**config.mk**
```make
export PLATFORM = sky130hd
export DESIGN_NAME = pc_ctx_file
export DESIGN_NICKNAME = d
export VERILOG_FILES = /design/src/rtl/pc_ctx_pkg.sv /design/src/rtl/pc_ctx_store.sv /design/src/rtl/pc_ctx_sched.sv /design/src/rtl/pc_ctx_link.sv /design/src/rtl/pc_ctx_file.sv
export SDC_FILE = /design/constraint.sdc
export NUM_CORES = 1
export LEC_CHECK = 0
export ABC_AREA = 1
export BUFFER_PORTS_ARGS = -buffer_cell sky130_fd_sc_hd__buf_2
export CAP_MARGIN = 30
export CORE_MARGIN = 2
export CORE_UTILIZATION = 62
export CTS_CLUSTER_SIZE = 24
export DETAILED_ROUTE_END_ITERATION = 8
export PLACE_DENSITY = 0.87
export SLEW_MARGIN = 10
export SYNTH_ARGS = -nofsm -noshare
export SYNTH_HDL_FRONTEND = slang
export SYNTH_SLANG_ARGS = --single-unit
```
**constraint.sdc**
```tcl
create_clock -name clk -period 10.15 [get_ports clk]
set_input_delay 1.015 -clock clk [delete_from_list [all_inputs] [get_ports clk]]
set_output_delay 1.015 -clock clk [all_outputs]
set_load 0.005 [all_outputs]
```
**src/rtl/pc_ctx_pkg.sv**
```systemverilog
package pc_ctx_pkg;
   localparam int unsigned DEF_ADDR_W       = 16;
   localparam int unsigned DEF_NUM_CTX      = 16;
   localparam int unsigned DEF_REG_CNT      = 16;
   localparam int unsigned DEF_LINK_BASE    = 15;
   localparam int unsigned DEF_LINK_THREADS = 4;

   function automatic bit is_pow2(input int unsigned v);
      return (v != 0) && ((v & (v - 1)) == 0);
   endfunction
endpackage

```
**src/rtl/pc_ctx_store.sv**
```systemverilog
module pc_ctx_store #(
   parameter int unsigned ADDR_W  = 16,
   parameter int unsigned NUM_CTX = 16,
   parameter int unsigned IDX_W   = $clog2(NUM_CTX)
) (
   input  logic              clk,
   input  logic              rst_n,
   input  logic [IDX_W-1:0]  sel,
   input  logic              inc,
   input  logic              ld,
   input  logic [ADDR_W-1:0] ld_val,
   output logic [ADDR_W-1:0] rd
);
   logic [ADDR_W-1:0] pc_q [NUM_CTX];

   for (genvar g = 0; g < NUM_CTX; g++) begin : g_entry
      localparam logic [IDX_W-1:0] MY_IDX = IDX_W'(g);
      always_ff @(posedge clk or negedge rst_n) begin
         if (!rst_n) begin
            pc_q[g] <= '0;
         end else if (sel == MY_IDX) begin
            if (ld) begin
               pc_q[g] <= ld_val;
            end else if (inc) begin
               pc_q[g] <= pc_q[g] + ADDR_W'(1);
            end
         end
      end
   end

   assign rd = pc_q[sel];
endmodule

```
**src/rtl/pc_ctx_sched.sv**
```systemverilog
module pc_ctx_sched #(
   parameter int unsigned NUM_CTX = 16,
   parameter int unsigned IDX_W   = $clog2(NUM_CTX)
) (
   input  logic               clk,
   input  logic               rst_n,
   input  logic               advance,
   input  logic               en_we,
   input  logic [NUM_CTX-1:0] en_wdata,
   output logic [IDX_W-1:0]   cur
);
   localparam logic [NUM_CTX-1:0] EN_RESET = NUM_CTX'(1);

   logic [NUM_CTX-1:0] en_q;
   logic [IDX_W-1:0]   cur_q;
   logic [IDX_W-1:0]   nxt;
   logic [IDX_W-1:0]   cand;
   logic               found;

   always_comb begin
      nxt   = cur_q;
      found = 1'b0;
      cand  = cur_q;
      for (int k = 1; k <= NUM_CTX; k++) begin
         cand = cur_q + IDX_W'(k);
         if (!found && en_q[cand]) begin
            nxt   = cand;
            found = 1'b1;
         end
      end
   end

   always_ff @(posedge clk or negedge rst_n) begin
      if (!rst_n) begin
         en_q  <= EN_RESET;
         cur_q <= '0;
      end else begin
         if (en_we) begin
            en_q <= en_wdata;
         end
         if (advance) begin
            cur_q <= nxt;
         end
      end
   end

   assign cur = cur_q;
endmodule

```
**src/rtl/pc_ctx_link.sv**
```systemverilog
module pc_ctx_link #(
   parameter int unsigned IDX_W        = 4,
   parameter int unsigned RIDX_W       = 4,
   parameter int unsigned LINK_BASE    = 15,
   parameter int unsigned LINK_THREADS = 4
) (
   input  logic [IDX_W-1:0]  ctx,
   output logic [RIDX_W-1:0] link
);
   if (LINK_THREADS == 1) begin : g_fixed
      logic unused_ctx;
      assign unused_ctx = ^ctx;
      assign link = RIDX_W'(LINK_BASE);
   end else begin : g_spread
      localparam int unsigned TW = $clog2(LINK_THREADS);
      logic [TW-1:0] thr;
      logic          unused_hi;
      assign thr  = ctx[TW-1:0];
      assign link = RIDX_W'(LINK_BASE) - RIDX_W'({thr, 1'b0});
      if (IDX_W > TW) begin : g_hi
         assign unused_hi = ^ctx[IDX_W-1:TW];
      end else begin : g_nohi
         assign unused_hi = 1'b0;
      end
   end
endmodule

```
**src/rtl/pc_ctx_file.sv**
```systemverilog
module pc_ctx_file
   import pc_ctx_pkg::*;
#(
   parameter int unsigned ADDR_W       = DEF_ADDR_W,
   parameter int unsigned NUM_CTX      = DEF_NUM_CTX,
   parameter int unsigned REG_CNT      = DEF_REG_CNT,
   parameter int unsigned LINK_BASE    = DEF_LINK_BASE,
   parameter int unsigned LINK_THREADS = DEF_LINK_THREADS,
   localparam int unsigned IDX_W       = $clog2(NUM_CTX),
   localparam int unsigned RIDX_W      = $clog2(REG_CNT)
) (
   input  logic               clk,
   input  logic               rst_n,
   input  logic               fetch_valid,
   input  logic               interlock_busy,
   input  logic               load_valid,
   input  logic [ADDR_W-1:0]  load_target,
   input  logic               en_we,
   input  logic [NUM_CTX-1:0] en_wdata,
   output logic [ADDR_W-1:0]  fetch_addr,
   output logic [IDX_W-1:0]   ctx_idx,
   output logic [RIDX_W-1:0]  link_idx
);
   if (!is_pow2(NUM_CTX) || NUM_CTX < 2) begin : g_bad_ctx
      $error("NUM_CTX must be a power of two of at least 2");
   end
   if (!is_pow2(LINK_THREADS) || LINK_THREADS > NUM_CTX) begin : g_bad_thr
      $error("LINK_THREADS must be a power of two no larger than NUM_CTX");
   end
   if (LINK_BASE >= REG_CNT || LINK_BASE < 2 * (LINK_THREADS - 1)) begin : g_bad_link
      $error("LINK_BASE must leave room for every thread link register");
   end

   logic advance;
   assign advance = fetch_valid & ~interlock_busy;

   pc_ctx_sched #(
      .NUM_CTX (NUM_CTX),
      .IDX_W   (IDX_W)
   ) u_sched (
      .clk      (clk),
      .rst_n    (rst_n),
      .advance  (advance),
      .en_we    (en_we),
      .en_wdata (en_wdata),
      .cur      (ctx_idx)
   );

   pc_ctx_store #(
      .ADDR_W  (ADDR_W),
      .NUM_CTX (NUM_CTX),
      .IDX_W   (IDX_W)
   ) u_store (
      .clk    (clk),
      .rst_n  (rst_n),
      .sel    (ctx_idx),
      .inc    (fetch_valid),
      .ld     (load_valid),
      .ld_val (load_target),
      .rd     (fetch_addr)
   );

   pc_ctx_link #(
      .IDX_W        (IDX_W),
      .RIDX_W       (RIDX_W),
      .LINK_BASE    (LINK_BASE),
      .LINK_THREADS (LINK_THREADS)
   ) u_link (
      .ctx  (ctx_idx),
      .link (link_idx)
   );
endmodule

```
After elaboration in Yosys (flattened, before gate mapping)

Cells that the tools add are included.

Register bits: 276
Bits of input ports: 38
Output and inout port bits: 24
Logic and storage cells: 233

Add/sub/neg operators: 32
$lt $le $gt $ge: 17
Equality and inequality tests: 15
Multiplexer cells: 97
Bitwise operators: 4
Reduce and logical (&&, ||, !) cells: 50

Operator list:

| kind                    | number |
|---|---|
| $mux W16                | 34 |
| $add A16 B1 Y16 const B | 16 |
| $lt A4 B5 Y1 const B    | 16 |
| $bmux W1 S4             | 16 |
| $bmux W16 S4            | 1 |
| $mux W4                 | 15 |
| $add A4 B4 Y4 const B   | 8 |
| $eq A4 B4 Y1 const B    | 8 |
| $reduce_and A2 Y1       | 16 |
| $mux W1                 | 31 |
| $add A4 B3 Y4 const B   | 4 |
| $eq A4 B3 Y1 const B    | 4 |
| $logic_and A1 B1 Y1     | 15 |
| $logic_not A1 Y1        | 15 |
| $reduce_bool A15 Y1     | 1 |
| $add A4 B2 Y4 const B   | 2 |
| $eq A4 B2 Y1 const B    | 2 |
| $ge A5 B5 Y1 const B    | 1 |
| $not A4 Y5              | 1 |
| $add A4 B1 Y4 const B   | 1 |
| $eq A4 B1 Y1 const B    | 1 |
| $logic_not A4 Y1        | 1 |
| $sub A4 B3 Y4 const A   | 1 |
| $reduce_and A3 Y1       | 1 |
| other kinds (3)         | 4 |

Logic depth before layout (Yosys ltp)

Word-level depth: 50
Depth in mapped cells: 32
Gate-level depth less buffers: 27

Hierarchy

From an unflattened synthesis, not the netlist that was laid out.

Cell total of the unflattened synthesis: 3431
Area, all modules: 21400.5 sq um

By module, submodules not included:

| module       | instances | cells an instance | area an instance (sq um) | seq. area each (sq um) |
|---|---|---|---|---|
| pc_ctx_store | 1         | 3007              | 18731.7                  | 6406.1 |
| pc_ctx_sched | 1         | 417               | 2632.5                   | 501.7 |
| pc_ctx_link  | 1         | 5                 | 26.3                     | 0.0 |
| pc_ctx_file  | 1         | 2                 | 10.0                     | 0.0 |

Least setup slack after synthesis

OpenSTA, ideal clock, no wires.

Path type: register to register
Start: register u_sched.cur_q[0], in the netlist u_sched.cur[0]
End: register u_sched.cur_q[0], in the netlist u_sched.cur[0]
Library setup time: 0.119 ns
Arrival: 3.879 ns
Required time: 10.031 ns
Slack: 6.152 ns
Cell stages (with the launch flop): 27
Buffers on the path: 6
Clock period less this slack: 3.998 ns
Path through: dfrtp_1 -> buf_6 -> inv_4 -> buf_6 -> clkbuf_1 -> clkbuf_1 -> clkbuf_1 -> ha_1 -> inv_1 -> buf_2 -> nand3_1 -> nand3_1 -> nand3_1 -> nand2_2 -> nand3_4 -> nor2_4 -> nand4_4 -> nor2_8 -> nand4_4 -> nor2_4 -> nand2_4 -> nor2_4 -> nand2_2 -> nand3_4 -> inv_2 -> nand3b_1 -> nand2_1

Word-level cells in the longest chain between the ends: 50
Elaborated cells between the ends (all ways): 110
Those cells by class: 15 x add/sub; 62 x mux; 1 x bitwise; 32 x reduce/logical

RTL lines:

| item                               | RTL line           | source |
|---|---|---|
| start, declared                    | pc_ctx_sched.sv:15 | `logic [IDX_W-1:0] cur_q;` |
| start signal, assigned             | pc_ctx_sched.sv:42 | `cur_q <= nxt;` |
| $add A4 B1 Y4                      | pc_ctx_sched.sv:25 | `cand = cur_q + IDX_W'(k);` |
| $bmux W1 S4                        | pc_ctx_sched.sv:26 | `if (!found && en_q[cand]) begin` |
| $mux W1 (implied by the code)      | pc_ctx_sched.sv:26 |  |
| $mux W1                            | pc_ctx_sched.sv:26 |  |
| $logic_not A1 Y1                   | pc_ctx_sched.sv:26 |  |
| $logic_and A1 B1 Y1                | pc_ctx_sched.sv:26 |  |
| $mux W1                            | pc_ctx_sched.sv:26 |  |
| $logic_not A1 Y1                   | pc_ctx_sched.sv:26 |  |
| (+34 left out)                     | -                  |  |
| $mux W1                            | pc_ctx_sched.sv:26 |  |
| $logic_not A1 Y1                   | pc_ctx_sched.sv:26 |  |
| $logic_and A1 B1 Y1                | pc_ctx_sched.sv:26 |  |
| $mux W1                            | pc_ctx_sched.sv:26 |  |
| $logic_not A1 Y1                   | pc_ctx_sched.sv:26 |  |
| $logic_and A1 B1 Y1                | pc_ctx_sched.sv:26 |  |
| $not A1 Y1 (no source line)        | -                  |  |
| $reduce_and A3 Y1 (no source line) | -                  |  |

Several ways; a longest one is shown, not always the timed one. The select of a mux whose other input is x is not followed.
A chain may end at the register's enable or synchronous reset.

Final worst setup path

Start: register u_sched.cur_q[0], in the netlist u_sched.cur[0]
End: output port fetch_addr[5]

Word-level cells in the longest chain between the ends: 4

RTL lines:

| item                                         | RTL line           | source |
|---|---|---|
| $not A4 Y5 (implied by the code)             | pc_ctx_store.sv:31 | `assign rd = pc_q[sel];` |
| $bmux W16 S4                                 | pc_ctx_store.sv:31 |  |
| $mux W16 (implied by the code) (2 in series) | pc_ctx_store.sv:31 |  |
| end, declared                                | pc_ctx_file.sv:20  | `output logic [ADDR_W-1:0] fetch_addr,` |

No other way between the ends. The select of a mux whose other input is x is not followed.

==> results_dict.tcl <==
set metrics [dict create \
    synth_mux_area_frac 0.00901 \
    cts_setup_buffers 0 \
    area_growth_pct 8.84 \
    min_period_over_period 0.455 \
    synthArstFlopShare 1.00 \
    antenna_found_initial 0 \
    synth_area_leader_cell "dfrtp_1" \
    clock_latency_ns 0.52 \
    crit_path_end "fetch_addr[5]" \
    ys_top_cells_by_area "dfrtp_1 (34%), inv_1 (8.7%), nand2_1 (8.1%)" \
    grt.overflow.total 0 \
    clockBufferDepth 3 \
    finalSetupViolations 0 \
    reg2reg_to "u_sched.cur[1]" \
    clk_pin_slew_ns 0.05 \
    cts_buffers 34 \
    die_area_um2 33700 \
    critical_path_required_ns 9.14 \
    skew_ns 0.0232 \
    synth_edf_count 0 \
    crit_start "u_sched.cur[0]" \
    synth-seq-cells 276 \
    synth_common_cells "inv_1 (466), nand2_1 (433), nor2_1 (431)" \
    routed_via_density 6.31 \
    grt_pass1_vias 19900 \
    irDropWorstVdd_mv 0.193 \
    cts_tree "built" \
    grtUsageTotal 0.397 \
    fp.dieH_um 184 \
    cts_resized 0 \
    p_leak_nw 9.93 \
    grt_pass1_wl_um 105000 \
    drv_slew 0 \
    synthXorXnorAreaFrac 0.0175 \
    synth_top_area_frac 0.344 \
    grt_max_degree 119 \
    routedWlPerCell_um 19.4 \
    synthAdderAreaFrac 0.0194 \
    power_mw 7.57 \
    drt_first_pass_iters 9 \
    crit_type "reg -> out" \
    synth_top_family_by_area "simple AND/OR/NAND/NOR gates" \
    ctsHoldBuffers 0 \
    num_io_pins 62 \
    cp_max_fo 70 \
    dp_cells 3377 \
    clockRootBuffer "clkbuf_16" \
    worst-r2r-cell-count 20 \
    synth.avg_cell_area_um2 6.58 \
    max_cap_violations 0 \
    hpwlAfterDp_um 45100 \
    netlist_instances 3037 \
    finalWirelength_um 66900 \
    row_count 65 \
    setup_slack_ns 5.53 \
    dr_total_vias 21700 \
    drt_iter0_markers 2888 \
    yosysMostFrequentCell "inv_1" \
    hp-class "in -> async" \
    syn_area_um2 20000 \
    clock_sinks 276 \
    yosys_warnings 0 \
    ys_seq_area_frac 0.345 \
    ant_nets 0 \
    synthSimpleGateAreaFrac 0.283 \
    outcome "finished, final reports clean" \
    reg2reg_slack_ns 5.90 \
    setup_tns_ns 0 \
    period_minus_slack_ns 4.62 \
    drive_gt1_frac 0.0741 \
    final_hold_viol_count 0 \
    preCtsSetupSlack_ns 5.99 \
    io_buffers 59 \
    core_um2 31600 \
    fin_cells 3438 \
    cp.arrival_ns 3.61 \
    htree_levels 2 \
    timing.slew.headroom 0.310 \
    die_w_um 184 \
    synth_compound_gate_area_share 0.204 \
    r2r_start "u_sched.cur[0]" \
    gp_congestion 1.01 \
    nets 3084 \
    max_freq_ghz 0.216 \
    synth_cell_types 50 \
    drc_errors 0 \
    rsz0062_at_grt "false" \
    end_kind "output pin" \
    worst_pin_slew_ns 1.03 \
    antennaDiodeCount 0 \
    worstSetupStartpointType "flip-flop" \
    p_per_area_nw_per_um2 348 \
    start_util 0.632 \
    synth_flop_cell "dfrtp_1" \
]
## how the worst min path moves through the flow
stage	slack [ns]	end	start
final	0.52	u_store.pc_q[50]	rst_n
after global routing	0.54	u_store.pc_q[159]	u_store.pc_q[159]
after CTS	0.51	u_store.pc_q[159]	u_store.pc_q[159]
after detailed placement	0.50	u_store.pc_q[159]	u_store.pc_q[159]
after global placement	0.49	u_store.pc_q[111]	u_store.pc_q[111]
after floorplan	0.48	u_store.pc_q[111]	u_store.pc_q[111]
## power breakdown
group	internal, mW	switching (mW)
Clock	0.725	0.487
Combinational	1.34	2.87
Sequential	1.61	0.534
## cells by family (layout without fill, tap and decap cells)
| group | count (synthesis) | after routing |
|---|---|---|
| AOI/OAI and AO/OA | 735 | 735 |
| xor gates and xnor gates | 39 | 39 |
| adders and majority gates | 31 | 31 |
| buffers and inverters | 635 | 633 |
| DFF | 276 | 276 |
| muxes | 16 | 16 |
| other | 1 | 2 |
| and+or+nand+nor | 1304 | 1304 |
## routing by layer
| layer | vias to the layer above | wire length (um) | track usage |
|---|---|---|---|
| li1 | 10000 | - | - |
| met1 | 10000 | 25000 | 0.519 |
| met2 | 1385 | 28800 | 0.602 |
| met3 | 302 | 8420 | 0.0862 |
| met4 | 0 | 4650 | 0.245 |
| met5 | - | 0 | 0.00889 |
## area by class of cell
cell class                      count  area [um^2]
Clock buffer                       49          988
Clock inverter                      8         93.8
Timing Repair Buffer              103          783
Inverter                          473         1780
Multi-Input combinational cell   2127        10700
Sequential cell                   276         6910
Tap cell                          402          503
Fill cell                        2692         9870
## flip-flops by register name, summed over array words and instances, names as in the netlist
signal,cells
u_sched.cur,4
u_store.pc_q,256
u_sched.en_q,16
## cells in the final DEF (no fill, tap or decap), types with 8 or more instances in the layout
cell type / instances
ha_1: 31
dfrtp_1: 273
o21ai_0: 318
inv_1: 465
nand2_1: 433
nor3_1: 59
buf_2: 58
xnor2_1: 10
mux2_2: 16
nor4_1: 8
nor2_2: 16
nor2_1: 415
o21ai_1: 8
buf_8: 10
nand3_1: 309
nand2_2: 8
a21oi_1: 175
xor2_1: 28
o22a_1: 8
a32o_1: 16
buf_4: 31
nand4_1: 27
a31oi_1: 195
clkbuf_1: 8
clkbuf_16: 35
## per-stage QoR
stage / hold WS, ns / util / area [um^2]
finish: 0.520 / 0.688 / 21800
global route: 0.537 / 0.688 / 21800
CTS: 0.515 / 0.685 / 21700
detailed placement: 0.502 / 0.651 / 20600
global placement: 0.492 / 0.646 / 20400
floorplan: 0.482 / - / 20000
## critical path, cell delays in order, from the launching register on
cell	delay (ns)
dfrtp_4	0.71
inv_4	0.35
buf_4	0.55
buf_16	0.32
a21oi_1	0.09
o21ai_0	0.30
nand3_1	0.23
nand3_1	0.25
nand2_1	0.10
buf_2	0.13
No activity file was read; power rests on OpenSTA's default activity.
